**config.mk**
```make
export PLATFORM = sky130hd
export DESIGN_NAME = sld_overlap_detector
export DESIGN_NICKNAME = d
export VERILOG_FILES = /design/src/rtl/sld_pkg.sv /design/src/rtl/sld_overlap_cmp.sv /design/src/rtl/sld_fp_table.sv /design/src/rtl/sld_overlap_detector.sv
export SDC_FILE = /design/constraint.sdc
export NUM_CORES = 1
export LEC_CHECK = 0
export ABC_CLOCK_PERIOD_IN_PS = 11600
export CORE_MARGIN = 1.5
export CORE_UTILIZATION = 60
export DETAILED_ROUTE_END_ITERATION = 8
export DONT_BUFFER_PORTS = 1
export PLACE_DENSITY = 0.86
export REMOVE_ABC_BUFFERS = 1
export SYNTH_ARGS = -nofsm -noshare
export SYNTH_HDL_FRONTEND = slang
export SYNTH_SLANG_ARGS = --single-unit
```
**constraint.sdc**
```tcl
create_clock -name clk -period 11.6 [get_ports clk]
set_input_delay 1.16 -clock clk [delete_from_list [all_inputs] [get_ports clk]]
set_output_delay 1.16 -clock clk [all_outputs]
set_load 0.01 [all_outputs]
```
**src/rtl/sld_pkg.sv**
```systemverilog
package sld_pkg;
  typedef enum logic [1:0] {
    TBL_HOLD  = 2'd0,
    TBL_PUSH  = 2'd1,
    TBL_CLEAR = 2'd2
  } tbl_op_e;
endpackage

```
**src/rtl/sld_overlap_cmp.sv**
```systemverilog
module sld_overlap_cmp #(
  parameter int unsigned BASE_W = 8,
  parameter int unsigned OFS_W  = 32,
  parameter int unsigned SIZE_W = 4
) (
  input  logic [BASE_W-1:0] e_base,
  input  logic [OFS_W-1:0]  e_ofs,
  input  logic [SIZE_W-1:0] e_size,
  input  logic [BASE_W-1:0] q_base,
  input  logic [OFS_W-1:0]  q_ofs,
  input  logic [SIZE_W-1:0] q_size,
  output logic              hit
);
  localparam int unsigned XW = OFS_W + 1;

  logic signed [XW-1:0] e_lo, e_hi, q_lo, q_hi;
  logic base_eq, exact, below, spans;

  always_comb begin
    e_lo    = $signed({e_ofs[OFS_W-1], e_ofs});
    q_lo    = $signed({q_ofs[OFS_W-1], q_ofs});
    e_hi    = e_lo + $signed(XW'(e_size));
    q_hi    = q_lo + $signed(XW'(q_size));
    base_eq = (e_base == q_base);
    exact   = (e_ofs == q_ofs);
    below   = (e_lo < q_lo);
    spans   = below ? (e_hi > q_lo) : (q_hi > e_lo);
    hit     = base_eq && (exact || spans);
  end

  // different bases must never compare as a hit
  always_comb begin
    if (!base_eq) a_r5_base_gate : assert (!hit);
  end
endmodule

```
**src/rtl/sld_fp_table.sv**
```systemverilog
module sld_fp_table
  import sld_pkg::*;
#(
  parameter int unsigned NUM    = 4,
  parameter int unsigned BASE_W = 8,
  parameter int unsigned OFS_W  = 32,
  parameter int unsigned SIZE_W = 4
) (
  input  logic              clk,
  input  logic              rst_n,
  input  tbl_op_e           op,
  input  logic [BASE_W-1:0] w_base,
  input  logic [OFS_W-1:0]  w_ofs,
  input  logic [SIZE_W-1:0] w_size,
  output logic [NUM-1:0]    ent_valid,
  output logic [BASE_W-1:0] ent_base [NUM],
  output logic [OFS_W-1:0]  ent_ofs  [NUM],
  output logic [SIZE_W-1:0] ent_size [NUM]
);
  localparam int unsigned CNT_W = $clog2(NUM + 1);

  logic [CNT_W-1:0] fill;
  logic             room;

  assign room = (fill < CNT_W'(NUM));

  always_ff @(posedge clk) begin
    if (!rst_n) begin
      fill <= '0;
    end else if (op == TBL_CLEAR) begin
      fill <= '0;
    end else if (op == TBL_PUSH && room) begin
      fill <= fill + 1'b1;
    end
  end

  for (genvar i = 0; i < NUM; i++) begin : g_ent
    always_ff @(posedge clk) begin
      if (!rst_n) begin
        ent_valid[i] <= 1'b0;
        ent_base[i]  <= '0;
        ent_ofs[i]   <= '0;
        ent_size[i]  <= '0;
      end else if (op == TBL_CLEAR) begin
        ent_valid[i] <= 1'b0;
      end else if (op == TBL_PUSH && room && fill == CNT_W'(i)) begin
        ent_valid[i] <= 1'b1;
        ent_base[i]  <= w_base;
        ent_ofs[i]   <= w_ofs;
        ent_size[i]  <= w_size;
      end
    end
  end

  // never more valid entries than slots, and the fill count agrees
  a_r6_fill_matches : assert property (@(posedge clk) disable iff (!rst_n)
    $countones(ent_valid) == int'(fill));
  // a full table stays unchanged under further pushes
  a_r6_full_holds : assert property (@(posedge clk) disable iff (!rst_n)
    (!room && op == TBL_PUSH) |=> $stable(ent_valid) && $stable(fill));
  // a clear leaves nothing valid, whatever else arrived
  a_r7_clear_empties : assert property (@(posedge clk) disable iff (!rst_n)
    (op == TBL_CLEAR) |=> (ent_valid == '0));
endmodule

```
**src/rtl/sld_overlap_detector.sv**
```systemverilog
module sld_overlap_detector
  import sld_pkg::*;
#(
  parameter int unsigned NUM    = 4,
  parameter int unsigned BASE_W = 8,
  parameter int unsigned OFS_W  = 32,
  parameter int unsigned SIZE_W = 4
) (
  input  logic              clk,
  input  logic              rst_n,
  input  logic              st_commit,
  input  logic [BASE_W-1:0] st_base,
  input  logic [OFS_W-1:0]  st_ofs,
  input  logic [SIZE_W-1:0] st_size,
  input  logic              ld_valid,
  input  logic [BASE_W-1:0] ld_base,
  input  logic [OFS_W-1:0]  ld_ofs,
  input  logic [SIZE_W-1:0] ld_size,
  input  logic              grp_end,
  output logic              overlap
);
  tbl_op_e           op;
  logic [NUM-1:0]    ent_valid;
  logic [BASE_W-1:0] ent_base [NUM];
  logic [OFS_W-1:0]  ent_ofs  [NUM];
  logic [SIZE_W-1:0] ent_size [NUM];
  logic [NUM-1:0]    raw_hit;
  logic              any_base;

  always_comb begin
    if (grp_end)        op = TBL_CLEAR;
    else if (st_commit) op = TBL_PUSH;
    else                op = TBL_HOLD;
  end

  sld_fp_table #(
    .NUM(NUM), .BASE_W(BASE_W), .OFS_W(OFS_W), .SIZE_W(SIZE_W)
  ) u_table (
    .clk(clk), .rst_n(rst_n), .op(op),
    .w_base(st_base), .w_ofs(st_ofs), .w_size(st_size),
    .ent_valid(ent_valid), .ent_base(ent_base),
    .ent_ofs(ent_ofs), .ent_size(ent_size)
  );

  for (genvar i = 0; i < NUM; i++) begin : g_cmp
    sld_overlap_cmp #(
      .BASE_W(BASE_W), .OFS_W(OFS_W), .SIZE_W(SIZE_W)
    ) u_cmp (
      .e_base(ent_base[i]), .e_ofs(ent_ofs[i]), .e_size(ent_size[i]),
      .q_base(ld_base), .q_ofs(ld_ofs), .q_size(ld_size),
      .hit(raw_hit[i])
    );
  end

  assign overlap = ld_valid && |(raw_hit & ent_valid);

  always_comb begin
    any_base = 1'b0;
    for (int i = 0; i < NUM; i++)
      if (ent_valid[i] && ent_base[i] == ld_base) any_base = 1'b1;
  end

  // no query, no flag
  a_r9_idle_low : assert property (@(posedge clk) disable iff (!rst_n)
    !ld_valid |-> !overlap);
  // no recorded store with the load's base gives no flag
  a_r5_no_base_no_hit : assert property (@(posedge clk) disable iff (!rst_n)
    (ld_valid && !any_base) |-> !overlap);
  // exact match on the first slot always flags
  a_r2_exact_slot0 : assert property (@(posedge clk) disable iff (!rst_n)
    (ld_valid && ent_valid[0] && ent_base[0] == ld_base && ent_ofs[0] == ld_ofs)
      |-> overlap);
  // the cycle after a group end nothing can flag
  a_r7_after_clear : assert property (@(posedge clk) disable iff (!rst_n)
    grp_end |=> !overlap);
endmodule

```
; ---- Word-level counts from Yosys, hierarchy flattened
; Cells that the tools add are included.
[word_totals]
ff_bits = 183
latch_bits = 0
ram_bits = 0
romBits = 0
input_bits = 93
word_cells = 79
mem_count = 0
[classes]
add_sub_neg = 6
n_mul = 0
div_mod_pow = 0
n_lt_le_gt_ge = 13
eq_ne = 13
shifts = 0
mux = 6
bitwise = 3
reduce_logical = 21
[ops]
columns = operator, n
row1 = > comparator 33 x 32 -> 1 bit, 8
row2 = adder 32 x 5 -> 33 bit, 5
row3 = == test 32 bit, 4
row4 = less-than comparator 32 bit, 4
row5 = == test 8 bit, 4
row6 = logical AND 1 bit, 10
row7 = AND reduction 2 bit, 4
row8 = == test 3 x 2 -> 1 bit (second input constant), 2
row9 = 2-to-1 mux 1 bit, 5
row10 = bitwise AND 4 bit, 1
row11 = logical OR 1 bit, 4
row12 = OR reduction 4 bit, 1
row13 = adder 3 x 1 -> 3 bit (second input constant), 1
row14 = == test 3 x 1 -> 1 bit (second input constant), 1
row15 = logical NOT 3 bit, 1
row16 = less-than comparator 3 bit (second input constant), 1
row17 = == test 2 x 1 -> 1 bit (second input constant), 1
row18 = == test 2 bit (second input constant), 1
row19 = 2-to-1 mux 2 bit, 1
row20 = NOT 1 bit, 2
row21 = OR reduction 2 bit, 1

; ---- Logic depth before layout (Yosys ltp)
; Gate-level depths: netlist of the first run.
[depth]
ltp_word = 8
depth_mapped = 22
ltp_nobuf = 22

; ---- Hierarchy
; From an unflattened synthesis of the first run, not the netlist that was laid out.
[hier_totals]
cells_unflattened = 2773
hier_area_um2 = 21704.6
[modules_own_cells]
columns = module, n_inst, cells_per_inst, area_each_um2, seq_area_each_um2
row1 = sld_overlap_cmp at g_cmp[0].u_cmp ..., 3, 510, 3723.6, 0.0
row2 = sld_fp_table, 1, 727, 6725.2, 3663.5
row3 = sld_overlap_cmp at g_cmp[1].u_cmp, 1, 512, 3779.9, 0.0
row4 = sld_overlap_detector, 1, 4, 28.8, 0.0

; ---- Worst setup path after synthesis of the first run
; Ideal clock, no wire load.
[synth_path]
kind = input -> output
start = input ld_ofs[1]
end = output overlap
t_arrival_ps = 5370
slack_ps = 5070
cell_stages = 21
cell_sequence = inv_1 > fa_1 > nor2b_1 > o21ai_0 > nand2b_1 > nand2_1 > nor3_1 > nand2_1 > or2_2 > nor2_1 > xnor2_1 > ha_1 > nand4_2 > nor4_2 > nand2_1 > or4_1 > o211ai_1 > mux2i_1 > mux2_4 > o2111ai_2 > a41oi_1
[synth_via]
elab_chain_len = 8
elab_cells_between_ends = 32
cone_classes = add/sub (1) / order compare (12) / eq/ne (4) / mux (4) / bitwise (1) / reduce/logical (10)
[synth_rtl]
columns = element, line
row1 = "start, declared", sld_overlap_detector.sv:17  ; input logic [OFS_W-1:0] ld_ofs,
row2 = adder 32 x 5 -> 33 bit, sld_overlap_cmp.sv:23  ; q_hi = q_lo + $signed(XW'(q_size));
row3 = > comparator 33 x 32 -> 1 bit, sld_overlap_cmp.sv:27  ; spans = below ? (e_hi > q_lo) : (q_hi > e_lo);
row4 = 2-to-1 mux 1 bit, sld_overlap_cmp.sv:27
row5 = logical OR 1 bit, sld_overlap_cmp.sv:28  ; hit = base_eq && (exact || spans);
row6 = logical AND 1 bit, sld_overlap_cmp.sv:28
row7 = bitwise AND 4 bit (*), sld_overlap_detector.sv:55  ; assign overlap = ld_valid && |(raw_hit & ent_valid);
row8 = OR reduction 4 bit (*), sld_overlap_detector.sv:55
row9 = logical AND 1 bit (*), sld_overlap_detector.sv:55
row10 = "end, declared", sld_overlap_detector.sv:20  ; output logic overlap
; Mark *: on every way between the ends. The rest lies on a longest branch, timed or not.

; ---- Worst setup path after layout of the first run
; Same ends and word-level chain as after synthesis.

==> results of run 1 <==
[final cells by class]
type	count	area [um2]
clock buffer	17	425
clock inverter	15	216
fill	2780	11300
inverter	199	747
multi-input combinational	2047	14600
sequential	183	3660
tap	402	503
timing repair buffer	13	97.6
[power groups by stage]
stage | clock network [mW] | logic (mW) | registers, mW
final | 0.647 | 0.317 | 0.655
after global routing | 0.677 | 0.349 | 0.656
after CTS | 0.648 | 0.308 | 0.655
after detailed placement | 0 | 0.306 | 0.670
after global placement | 0 | 0.297 | 0.669
after floorplan | 0 | 0.214 | 0.662
[state kept, by name (all words and copies together), names as in the netlist]
| signal | cells |
|---|---|
| u_table.fill | 3 |
| u_table.ent_size | 16 |
| u_table.ent_valid | 4 |
| u_table.ent_ofs | 128 |
| u_table.ent_base | 32 |
[worst max-delay path, cell delays in order]
cell and delay [ns]:
inv_1 0.17, fa_1 0.52, nor2b_1 0.11, o21ai_0 0.08, nand2b_1 0.15, nand2_1 0.21, nor3_1 0.37, nand2_1 0.31
or2_2 0.39, nor2_1 0.14, xnor2_1 0.20, ha_1 0.42, nand4_2 0.17, nor4_2 0.34, nand2_1 0.11, or4_1 0.52
o211ai_1 0.14, mux2i_1 0.32, mux2_4 0.21, o2111ai_2 0.12, a41oi_1 0.44
[through the flow]
step                 util  std cells  total power, mW  setup slack [ns]  area, um2
floorplan               -       2429            0.877              5.07      19000
global placement    0.623       2844            0.966              4.09      19600
detailed placement  0.623       2844            0.975              4.01      19600
CTS                 0.643       2876             1.61              3.98      20300
global route        0.643       2876             1.68              3.52      20300
finish              0.643       2876             1.62              3.85      20300
[cells by family (layout without fill, tap and decap cells)]
family / count (synthesis) / count (layout)
and+or+nand+nor: 905 / 905
adders and majority gates: 422 / 422
DFF: 183 / 183
buffers and inverters: 258 / 244
muxes: 8 / 8
AOI/OAI and AO/OA: 529 / 529
xor gates and xnor gates: 183 / 183
[layer usage]
layer	track usage	wire (um)	vias to the layer above
li1	-	-	8712
met5	0	31	-
met2	0.669	30500	961
met3	0.0772	6790	175
met4	0.179	2950	4
met1	0.561	29800	8776
[worst paths after layout]
check | startpoint | to | slack, ns | cells after the start
hold / removal | u_table.ent_size[4] | u_table.ent_size[4] | 0.48 | 2
setup / recovery | ld_ofs[1] | overlap | 3.85 | 21
setup reg to reg | u_table.fill[2] | u_table.ent_ofs[47] | 8.92 | 6
hold reg to reg | u_table.ent_size[4] | u_table.ent_size[4] | 0.48 | 2
[cells in the final DEF, fill, tap and decap left out, types with 4 or more instances in the layout]
| cell type | n |
|---|---|
| nand2_1 | 482 |
| ha_1 | 417 |
| inv_1 | 199 |
| a21boi_0 | 184 |
| dfxtp_1 | 183 |
| xnor2_1 | 163 |
| a21oi_1 | 158 |
| nand4_1 | 102 |
| nor2_1 | 86 |
| nand3_1 | 76 |
| o21ai_0 | 57 |
| nor3_1 | 48 |
| a21o_1 | 41 |
| nor4_1 | 28 |
| nor2b_1 | 21 |
| xor2_1 | 20 |
| a211oi_1 | 17 |
| clkbuf_16 | 17 |
| buf_4 | 13 |
| nand2b_1 | 11 |
| o211ai_1 | 11 |
| o21bai_1 | 10 |
| and4_1 | 9 |
| and3_1 | 8 |
| a31oi_1 | 8 |
| mux2i_1 | 7 |
| o21a_1 | 7 |
| or3_1 | 6 |
| a221o_1 | 5 |
| fa_1 | 5 |
| clkinv_8 | 5 |
| or2_2 | 4 |
| a2111oi_0 | 4 |
| o31ai_1 | 4 |
| o22ai_1 | 4 |
| and2_2 | 4 |
| nand2_2 | 4 |
==> summary by stage, run 1 <==
Yosys
Each instance of the synthesized netlist takes up on average 7.74 um2. Synthesis instantiated 58 different standard cells from the library. The dominant cell by count in the synthesized netlist is nand2_1.

Of the total synthesized cell area, the portion taken by XOR and XNOR cells is 0.0833. In the synthesized netlist the dominant register cell turns out to be dfxtp_1. The adder and majority gate portion of the synthesized area is 0.276. After synthesis, the cell types taking the most area are ha_1, dfxtp_1, nand2_1. The synthesized netlist occupies a cell area of 0.0193 mm2. The compound-cell area share of the yosys netlist was 0.180. The share of the Yosys chip area taken by registers is 0.190. The share of synthesized area spent on multiplexers is 0.00442.

The main combinational cell family by area after synthesis is adder cells. During synthesis, Yosys emitted a total of 0 warnings. The synthesized design contains 0 enable-type register cells. For this run, asynchronously set or reset flops after synthesis account for 0. In the synthesized netlist, the number of instances is 2,488. Counting flops and latches in the post-synthesis netlist gives 183. The cell taking the most area after synthesis is ha_1.

Of the total synthesized cell area, the portion taken by AND, OR, NAND and NOR gates is 0.216. The share of synthesized area in the top cell type comes to 0.271. The commonest cells after synthesis are nand2_1, ha_1, inv_1.

CTS
After clock tree synthesis, the clock-pin slew on the worst setup and hold paths is 0.08 ns. The number of setup buffers added after CTS is 0. The H-tree generated during clock tree synthesis spans 4 levels.

In this run, CTS created clock tree buffers numbering 17. Clock tree synthesis selected as its root buffer the cell clkbuf_16. The largest buffer count on any clock path is 2. In this run, post-CTS hold repair placed 0 buffers. The clock reaches the later pin of the worst-skew pair after 0.47 ns. The number of gates resized after CTS was 0.

The total number of clock tree sinks is 183. TritonCTS built the clock tree.

Global route
Entering global routing, the biggest net connects 178 pins. In the global route stage, overall resource usage came out at 0.421. The number of antenna violations at the first check in global routing is 2. The total grt overflow is 0. The number of global-route vias before repair came to 17.7k.

The global-route wire length before repair is 105 mm.

STA
The final setup violation count is 0. After routing, the total negative slack on setup checks comes to 0 ns. The clock period could shrink to 7.75 ns. Of the available clock period, the critical path in the final layout requires 0.668.

The headroom to the max-slew limit is 0.103. Hold is met by 0.476 ns. The worst-margin pin slew is 1.33 ns.

The max-slew violation total from the final report came to 0. Derived from the worst setup path, the maximum achievable clock frequency is 129 MHz. Setup repair after global routing left no endpoint under its margin. Across the routed clock network, the largest skew measured is 0.00979 ns.

The number of hold violations in the final report is 0.

Power and ir drop
The standby leakage power is 8.17 nW. The cell area power density is 79.8 mW/mm2. Of the total power, registers draw 0.405. IR analysis of the VDD net gives a maximum drop of 127 uV. The cell internal power dissipation is 1.08 mW.

The fraction of power consumed by the clock network is 0.400. The analysis attributes to net switching a power of 0.543 mW. The combinational share of power is 0.196. The share of total power consumed by net switching is 0.335.

Drt
After detailed routing, the total wire length is 70.1 mm. The initial detailed-routing violation count is 1,857. The final route contains 18.6k vias. The detail route stage leaves a number of antenna-violating nets equal to 0. The wire length per cell is 24.4 um. In the routed design, unresolved DRC markers number 0. After detailed routing, the number of vias per cell comes to 6.48. The first detailed-routing pass ran for 6 iterations.

Floorplanning
The total number of placement rows is 65. The height of the die is 182 um. The die width is 182 um. The total die area is 0.0332 mm2. 94 I/O pins were placed. For this configuration, the core starts out at a cell density of 0.610. The core region is 0.0316 mm2.

Critical path
The critical path required time is 10.44 ns. STA classifies the critical path endpoint as an output port. The setup path with the least slack is of type in2out. The data arrival at the endpoint of the critical path is 6.59 ns.

The largest fanout of any net on the critical path is 9. STA classifies the critical path startpoint as an input pin.

Finish
The area growth from synthesis to layout is 5.38%. 0 antenna diodes ended up in the layout. The post-layout net count is 2,976. The fraction of final layout cells sized beyond drive strength 1 is 0.0259.

Placed design
The quantity of I/O buffers inserted on ports is 0. The HPWL after detailed placement is 55.9 mm. The placer's final routability congestion estimate is 1.03.

Hold path
In this run the worst hold path is classified as reg2reg.

Job
The total of max-cap violations is 0.

Status
The flow ran to the end, and the final reports show no timing, DRC or antenna violations.
No activity file was read; power rests on OpenSTA's default activity.
==> run 2: changes to the inputs <==
--- a/config.mk
+++ b/config.mk
@@ -5,12 +5,12 @@
 export SDC_FILE = /design/constraint.sdc
 export NUM_CORES = 1
 export LEC_CHECK = 0
-export ABC_CLOCK_PERIOD_IN_PS = 11600
+export ABC_CLOCK_PERIOD_IN_PS = 6900
 export CORE_MARGIN = 1.5
 export CORE_UTILIZATION = 60
 export DETAILED_ROUTE_END_ITERATION = 8
 export DONT_BUFFER_PORTS = 1
-export PLACE_DENSITY = 0.86
+export PLACE_DENSITY = 0.89
 export REMOVE_ABC_BUFFERS = 1
 export SYNTH_ARGS = -nofsm -noshare
 export SYNTH_HDL_FRONTEND = slang
==> constraint.sdc (replaced) <==
create_clock -name clk -period 6.9 [get_ports clk]
set_input_delay 0.69 -clock clk [delete_from_list [all_inputs] [get_ports clk]]
set_output_delay 0.69 -clock clk [all_outputs]
set_load 0.01 [all_outputs]
==> summary by stage, run 2 (synthesis gave the netlist of run 1 again) <==
Status
The run finished with clean final reports.

Critical path
In this design, the stage delay of the slowest critical-path cell is 0.61 ns. The data arrival at the endpoint of the critical path is 5.91 ns. For the worst flop-to-flop path, the logic depth is 6. The setup check on the worst reg-to-reg path leaves a slack of 4.27 ns. STA classifies the critical path endpoint as an output port.

Walking the worst path, the cells encountered are ha_1, inv_1, fa_1, nor2b_1, o21ai_0, nand2b_1, nand3_1, buf_4, nor3b_1, buf_4, inv_1, nor2_1, xnor2_1, ha_1, nand4_1, nor3_1, nand3_1, o211ai_1, nor3_1, a211oi_1, mux2i_1, a21o_1, a41oi_1. The endpoint of the lowest-slack register-to-register path is u_table.ent_ofs[86]. STA classifies the critical path startpoint as a flip-flop. The master of the slowest instance on the critical path is nor3_1. Of all nets on the critical path, the largest fanout is 6. The cell family contributing the most delay on the critical path is simple AND/OR/NAND/NOR gates. The launch instance of the worst register-to-register path is u_table.fill[2]. The critical setup path kind is reg2out. The critical path required time is 6.21 ns. The buffering stage count on the worst path with inverters included is 4.

Job
Max-cap violations in this run came to 0.

STA
Of the available clock period, the critical path in the final layout requires 0.956. The worst-margin pin slew is 1.25 ns. The headroom to the max-slew limit is 0.163. The number of hold violations in the final report is 0. The time the final worst path needs with I/O delays and setup is 6.60 ns.

The max-slew violation total from the final report is 0. Clock skew on the completed layout was measured at 0.0151 ns. Setup violations remaining at the end of the flow were counted as 0. The worst hold margin is 0.338 ns.

Setup repair after global routing left no endpoint under its margin. The setup TNS is 0 ns. The maximum clock frequency is 152 MHz.

CTS
In this run the deepest clock path goes through 2 buffers. Clock-pin slew was measured on the worst setup and hold paths at 0.09 ns. The clock tree from TritonCTS is yes. Counting the buffers created by CTS gives 17.

The cell chosen for the clock root is clkbuf_16. The clock drives 183 sinks. The clock insertion delay at the later pin of the skew report is 0.48 ns.

The H-tree generated during clock tree synthesis spans 4 levels.

Finish
The multi-input combinational cells in the finished layout cover a total of 0.0146 mm2. The sequential cells in the finished layout cover a total of 0.00366 mm2. The final cell count without fillers is 2,884. The area growth from synthesis to layout is 5.76%. The largest registers in the layout are u_table.ent_ofs (128), u_table.ent_base (32), u_table.ent_size (16). u_table.ent_ofs holds more flip-flops than any other register. The final design area excluding fillers is 0.0204 mm2. The number of fill cells in the layout is 2,799. The net count of the finished layout is 2,983. The most common library cell in the layout ignoring fill and taps is nand2_1. Leaving out fill and tap cells, the most frequent cells in the layout are nand2_1, ha_1, inv_1.

The flip-flop count of the largest register, all copies and words added is 128. Of the cells placed in the final design, the portion with a size suffix greater than 1 is 0.0286.

Placed design
The wire-length estimate of the detail-placed layout is 55.2 mm. The quantity of I/O buffers inserted on ports is 0. The post-placement cell count is 2,851. Summing all placed instances gives a cell area of 0.0197 mm2.

At the end of routability-driven placement, the weighted congestion stood at 1.03.

Drt
The wire length per cell is 24.1 um. The wire length after detailed routing is 69.6 mm. The detailed-route vias per instance is 6.53. The initial detailed-routing violation count is 2,083. Before antenna repair, the detailed router went through 5 iterations. The detail route stage leaves a number of antenna-violating nets equal to 0. The final route contains 18.8k vias. The remaining design rule violation count is 0.

Power and ir drop
VDD sags by at most 183 uV. The standby leakage power is 8.22 nW. The cell area power density is 136 mW/mm2. Total power for the finished layout comes to 2.76 mW.

Global route
The number of global-route vias before repair is 18.0k. The number of antenna violations at the first check in global routing is 6. For this run, the total global-route usage over all layers was measured as 0.420. The largest net degree at the start of global routing is 178. Global routing finished with a remaining overflow of 0. The global-route wire length before repair is 105 mm.

Hold path
The classification of the worst-slack hold path is in2reg. The worst hold path passes through 2 cells. The startpoint of the tightest hold check path is st_ofs[26].

The end point of the most critical hold path is u_table.ent_ofs[26].

Floorplanning
After floorplanning, the core was sized to cover 0.0316 mm2. The height of the die is 182 um. The initial core utilization is 0.610.

In this run the core area contains 65 standard-cell rows. 94 I/O pins were placed. The total die area is 0.0332 mm2. The die width is 182 um.
## run 2: changes by cell type in the layout (fill, tap and decap cells not counted), sizes merged
cell and delta:
buf +7, bufinv +2, clkinv -2, clkinvlp -1, diode +2
## run 2: worst max-delay path by stage
stage | startpoint | endpoint | slack [ns] | depth (start not counted)
finish | u_table.ent_ofs[0] | overlap | 0.30 | 23
global route | u_table.ent_ofs[0] | overlap | 0.06 | 23
CTS | u_table.ent_ofs[96] | overlap | 0.36 | 20
detailed placement | ld_ofs[0] | overlap | 0.41 | 22
global placement | ld_ofs[0] | overlap | 0.50 | 22
floorplan | ld_ofs[1] | overlap | 1.31 | 21
## run 2: where the power goes
part / internal, mW / total, mW / switching (mW) / leakage [nW]
combinational: 0.205 / 0.534 / 0.329 / 6.42
clock: 0.594 / 1.12 / 0.529 / 0.317
sequential: 1.07 / 1.10 / 0.0290 / 1.48
## run 2: per-layer routing
| layer | vias to the layer above | global-route usage | wire [um] |
|---|---|---|---|
| met2 | 957 | 0.652 | 30200 |
| met4 | 4 | 0.180 | 2870 |
| met3 | 189 | 0.112 | 7680 |
| met5 | - | 0 | 20 |
| met1 | 8941 | 0.549 | 28800 |
| li1 | 8744 | - | - |
## run 2: final cells by class
| class | instances | area share |
|---|---|---|
| Multi-Input combinational cell | 2047 | 0.719 |
| Clock buffer | 17 | 0.0209 |
| Clock inverter | 14 | 0.0111 |
| Antenna cell | 2 | 0.000246 |
| Timing Repair Buffer | 20 | 0.00737 |
| Tap cell | 402 | 0.0247 |
| Sequential cell | 183 | 0.180 |
| Inverter | 199 | 0.0367 |
## run 2: metrics by stage
step,util,worst slack (ns)
2_1_floorplan,-,1.31
3_3_place_gp,0.624,0.505
3_5_place_dp,0.624,0.407
4_1_cts,0.645,0.359
5_1_grt,0.645,0.0558
6_report,0.645,0.301
## run 2: repair_timing
item	CTS	global route
gates resized for setup	0	1
setup endpoints to repair	0	1
hold buffers	0	0
hold endpoints to repair	0	0
buffers inserted	0	0
## run 2: worst register-to-register path: stages (launching register included)
cell and delay (ns):
dfxtp_1 0.32, nor2b_1 0.23, nor2b_1 0.53, and2_2 0.63, buf_4 0.47, nand2_1 0.15, a21boi_0 0.20
==> run 3: changes to the inputs <==
==> constraint.sdc (replaced) <==
create_clock -name clk -period 6.9 [get_ports clk]
set_input_delay 0 -clock clk [delete_from_list [all_inputs] [get_ports clk]]
set_output_delay 0 -clock clk [all_outputs]
set_load 0.01 [all_outputs]
==> summary by stage, run 3 (synthesis gave the netlist of run 1 again) <==
Drt
The detailed-route vias per instance is 6.48. The routed design has 70.0 mm of wire. In this run the remaining antenna-violating nets after routing total 0. The number of detailed-route iterations in the first pass is 6. The remaining design rule violation count is 0.

The first routing iteration left 1,951 violations. The total via count in the routed design is 19.0k. After detailed routing, the average wire length per cell comes to 23.9 um.

CTS
The number of buffers inserted by hold repair at cts is 49. The later pin in the worst-skew pair is clocked with a latency of 0.48 ns. The total number of clock tree sinks is 183. The number of setup buffers added after CTS is 0.

The number of buffers inserted during clock tree synthesis is 17. Post-CTS repair changed the size of 0 cells. Clock-pin slew was measured on the worst setup and hold paths at 0.08 ns. The maximum level of the CTS H-tree is 4.

Clock tree synthesis selected as its root buffer the cell clkbuf_16. The largest buffer count on any clock path is 2. The clock tree from TritonCTS is yes.

Job
The total of max-cap violations is 0.

Power and ir drop
The standby leakage power is 8.37 nW. The worst-case IR drop observed on VDD is 236 uV. Power spread over the standard cell area amounts to 131 mW/mm2. The overall power is 2.71 mW.

Status
The run finished with clean final reports.

Finish
The most common library cell in the layout ignoring fill and taps is nand2_1. The number of antenna diodes in the final layout is 0. Once layout is complete, the utilization of the core stands at 0.658. The finished layout holds 2,926 standard cells, fillers aside. In the layout the commonest cells are nand2_1, ha_1, inv_1.

The post-layout net count is 3,026. In the final layout, the share of cells above drive strength 1 is 0.0258. u_table.ent_ofs holds more flip-flops than any other register. The largest registers in the layout are u_table.ent_ofs (128), u_table.ent_base (32), u_table.ent_size (16). Compared with the post-synthesis result, the final layout area differs by 7.81%. The register with the most flip-flops in the layout has 128 of them.

STA
In the finished design, the share of the clock period the worst path needs comes to 0.883. The worst path in the final design needs a cycle of 6.09 ns, including I/O delays and setup. The number of hold violations in the final report came to 0. The setup TNS is 0 ns.

The max-slew violation total from the final report came to 0. The headroom to the max-slew limit is 0.0835. The final setup violation count is 0. Setup repair after global routing left no endpoint under its margin. The clock skew after layout is 0.0157 ns. The worst-margin pin slew is 1.36 ns. The smallest setup slack after layout is 0.806 ns. The maximum clock frequency is 164 MHz.

Placed design
Prior to clock tree synthesis, the placed netlist has a worst setup slack of 1.32 ns. The placer's final routability congestion estimate is 1.07. The HPWL after detailed placement is 53.9 mm. The quantity of I/O buffers inserted on ports is 0. The post-placement cell count is 2,845.

Floorplanning
The core region is 0.0316 mm2. The height of the die is 182 um. The total number of placement rows is 65. The die covers 0.0332 mm2. The boundary pin count is 94.

Measured along the x axis, the die boundary spans 182 um. The initial utilization of the core area, before any placement, comes to 0.610.

Global route
The total overflow left after global routing is 0. The largest net degree at the start of global routing is 176. Across every metal layer, demand over resource in global routing totals 0.421. The number of global-route vias before repair is 18.1k. The number of antenna violations at the first check in global routing was 1. The first global-routing pass estimated 106 mm of wire.

Critical path
STA classifies the critical path endpoint as an output port. The data arrival at the endpoint of the critical path is 6.09 ns. For the worst setup path, the data required time is 6.90 ns. In this run the worst path has a maximum fanout of 6. The critical setup path kind is reg2out. The worst setup path is launched from a flip-flop.

Hold path
The min-delay analysis places its worst path in the category in2reg.
run 3: critical path, cell delays in order, from the launching register on:
cell      delay (ns)
dfxtp_1         0.40
ha_1            0.20
inv_1           0.06
fa_1            0.40
nor2b_1         0.13
o21ai_0         0.09
nand2b_1        0.13
nand3_1         0.30
nor3b_1         0.91
inv_1           0.15
nor3_1          0.62
nand3_1         0.18
xnor2_1         0.16
ha_1            0.30
nand4_1         0.12
nor4_1          0.29
nand2_1         0.09
o211ai_1        0.12
nor3_1          0.07
a211oi_1        0.23
mux2i_1         0.12
a21o_1          0.17
a41oi_1         0.38
run 3: path summary, 6_finish.rpt:
| check | from | endpoint | slack (ns) | cells past startpoint |
|---|---|---|---|---|
| worst min register to register | u_table.ent_size[7] | u_table.ent_size[7] | 0.48 | 2 |
| worst min-delay path | rst_n | u_table.ent_size[4] | 0.03 | 2 |
| worst max register to register | u_table.fill[2] | u_table.ent_ofs[124] | 3.89 | 7 |
| worst max-delay path | u_table.ent_ofs[0] | overlap | 0.81 | 22 |
run 3: metrics by stage:
step	instance area, um2	hold slack [ns]
3_5_place_dp	19700	0.128
5_1_grt	20800	0.0613
2_1_floorplan	19000	0.0860
4_1_cts	20800	0.0302
3_3_place_gp	19700	0.145
6_report	20800	0.0261
run 3: layout make-up:
type | count | area [um2]
multi-input combinational | 2047 | 14600
fill | 2676 | 10800
sequential | 183 | 3660
inverter | 199 | 747
timing repair buffer | 63 | 613
tap | 402 | 503
clock buffer | 19 | 433
clock inverter | 13 | 154
run 3: metal layers:
layer | GRT usage | vias to the layer above | wire [um] | part of all wire
met5 | 0 | - | 13 | 0.00019
met4 | 0.192 | 2 | 3250 | 0.046
met3 | 0.0956 | 158 | 6910 | 0.099
met2 | 0.659 | 964 | 30100 | 0.43
met1 | 0.552 | 9013 | 29700 | 0.42
li1 | - | 8831 | - | -
run 3: report_power, final:
part,switching [mW],internal (mW)
clock,0.513,0.517
sequential,0.0300,1.07
combinational,0.354,0.224
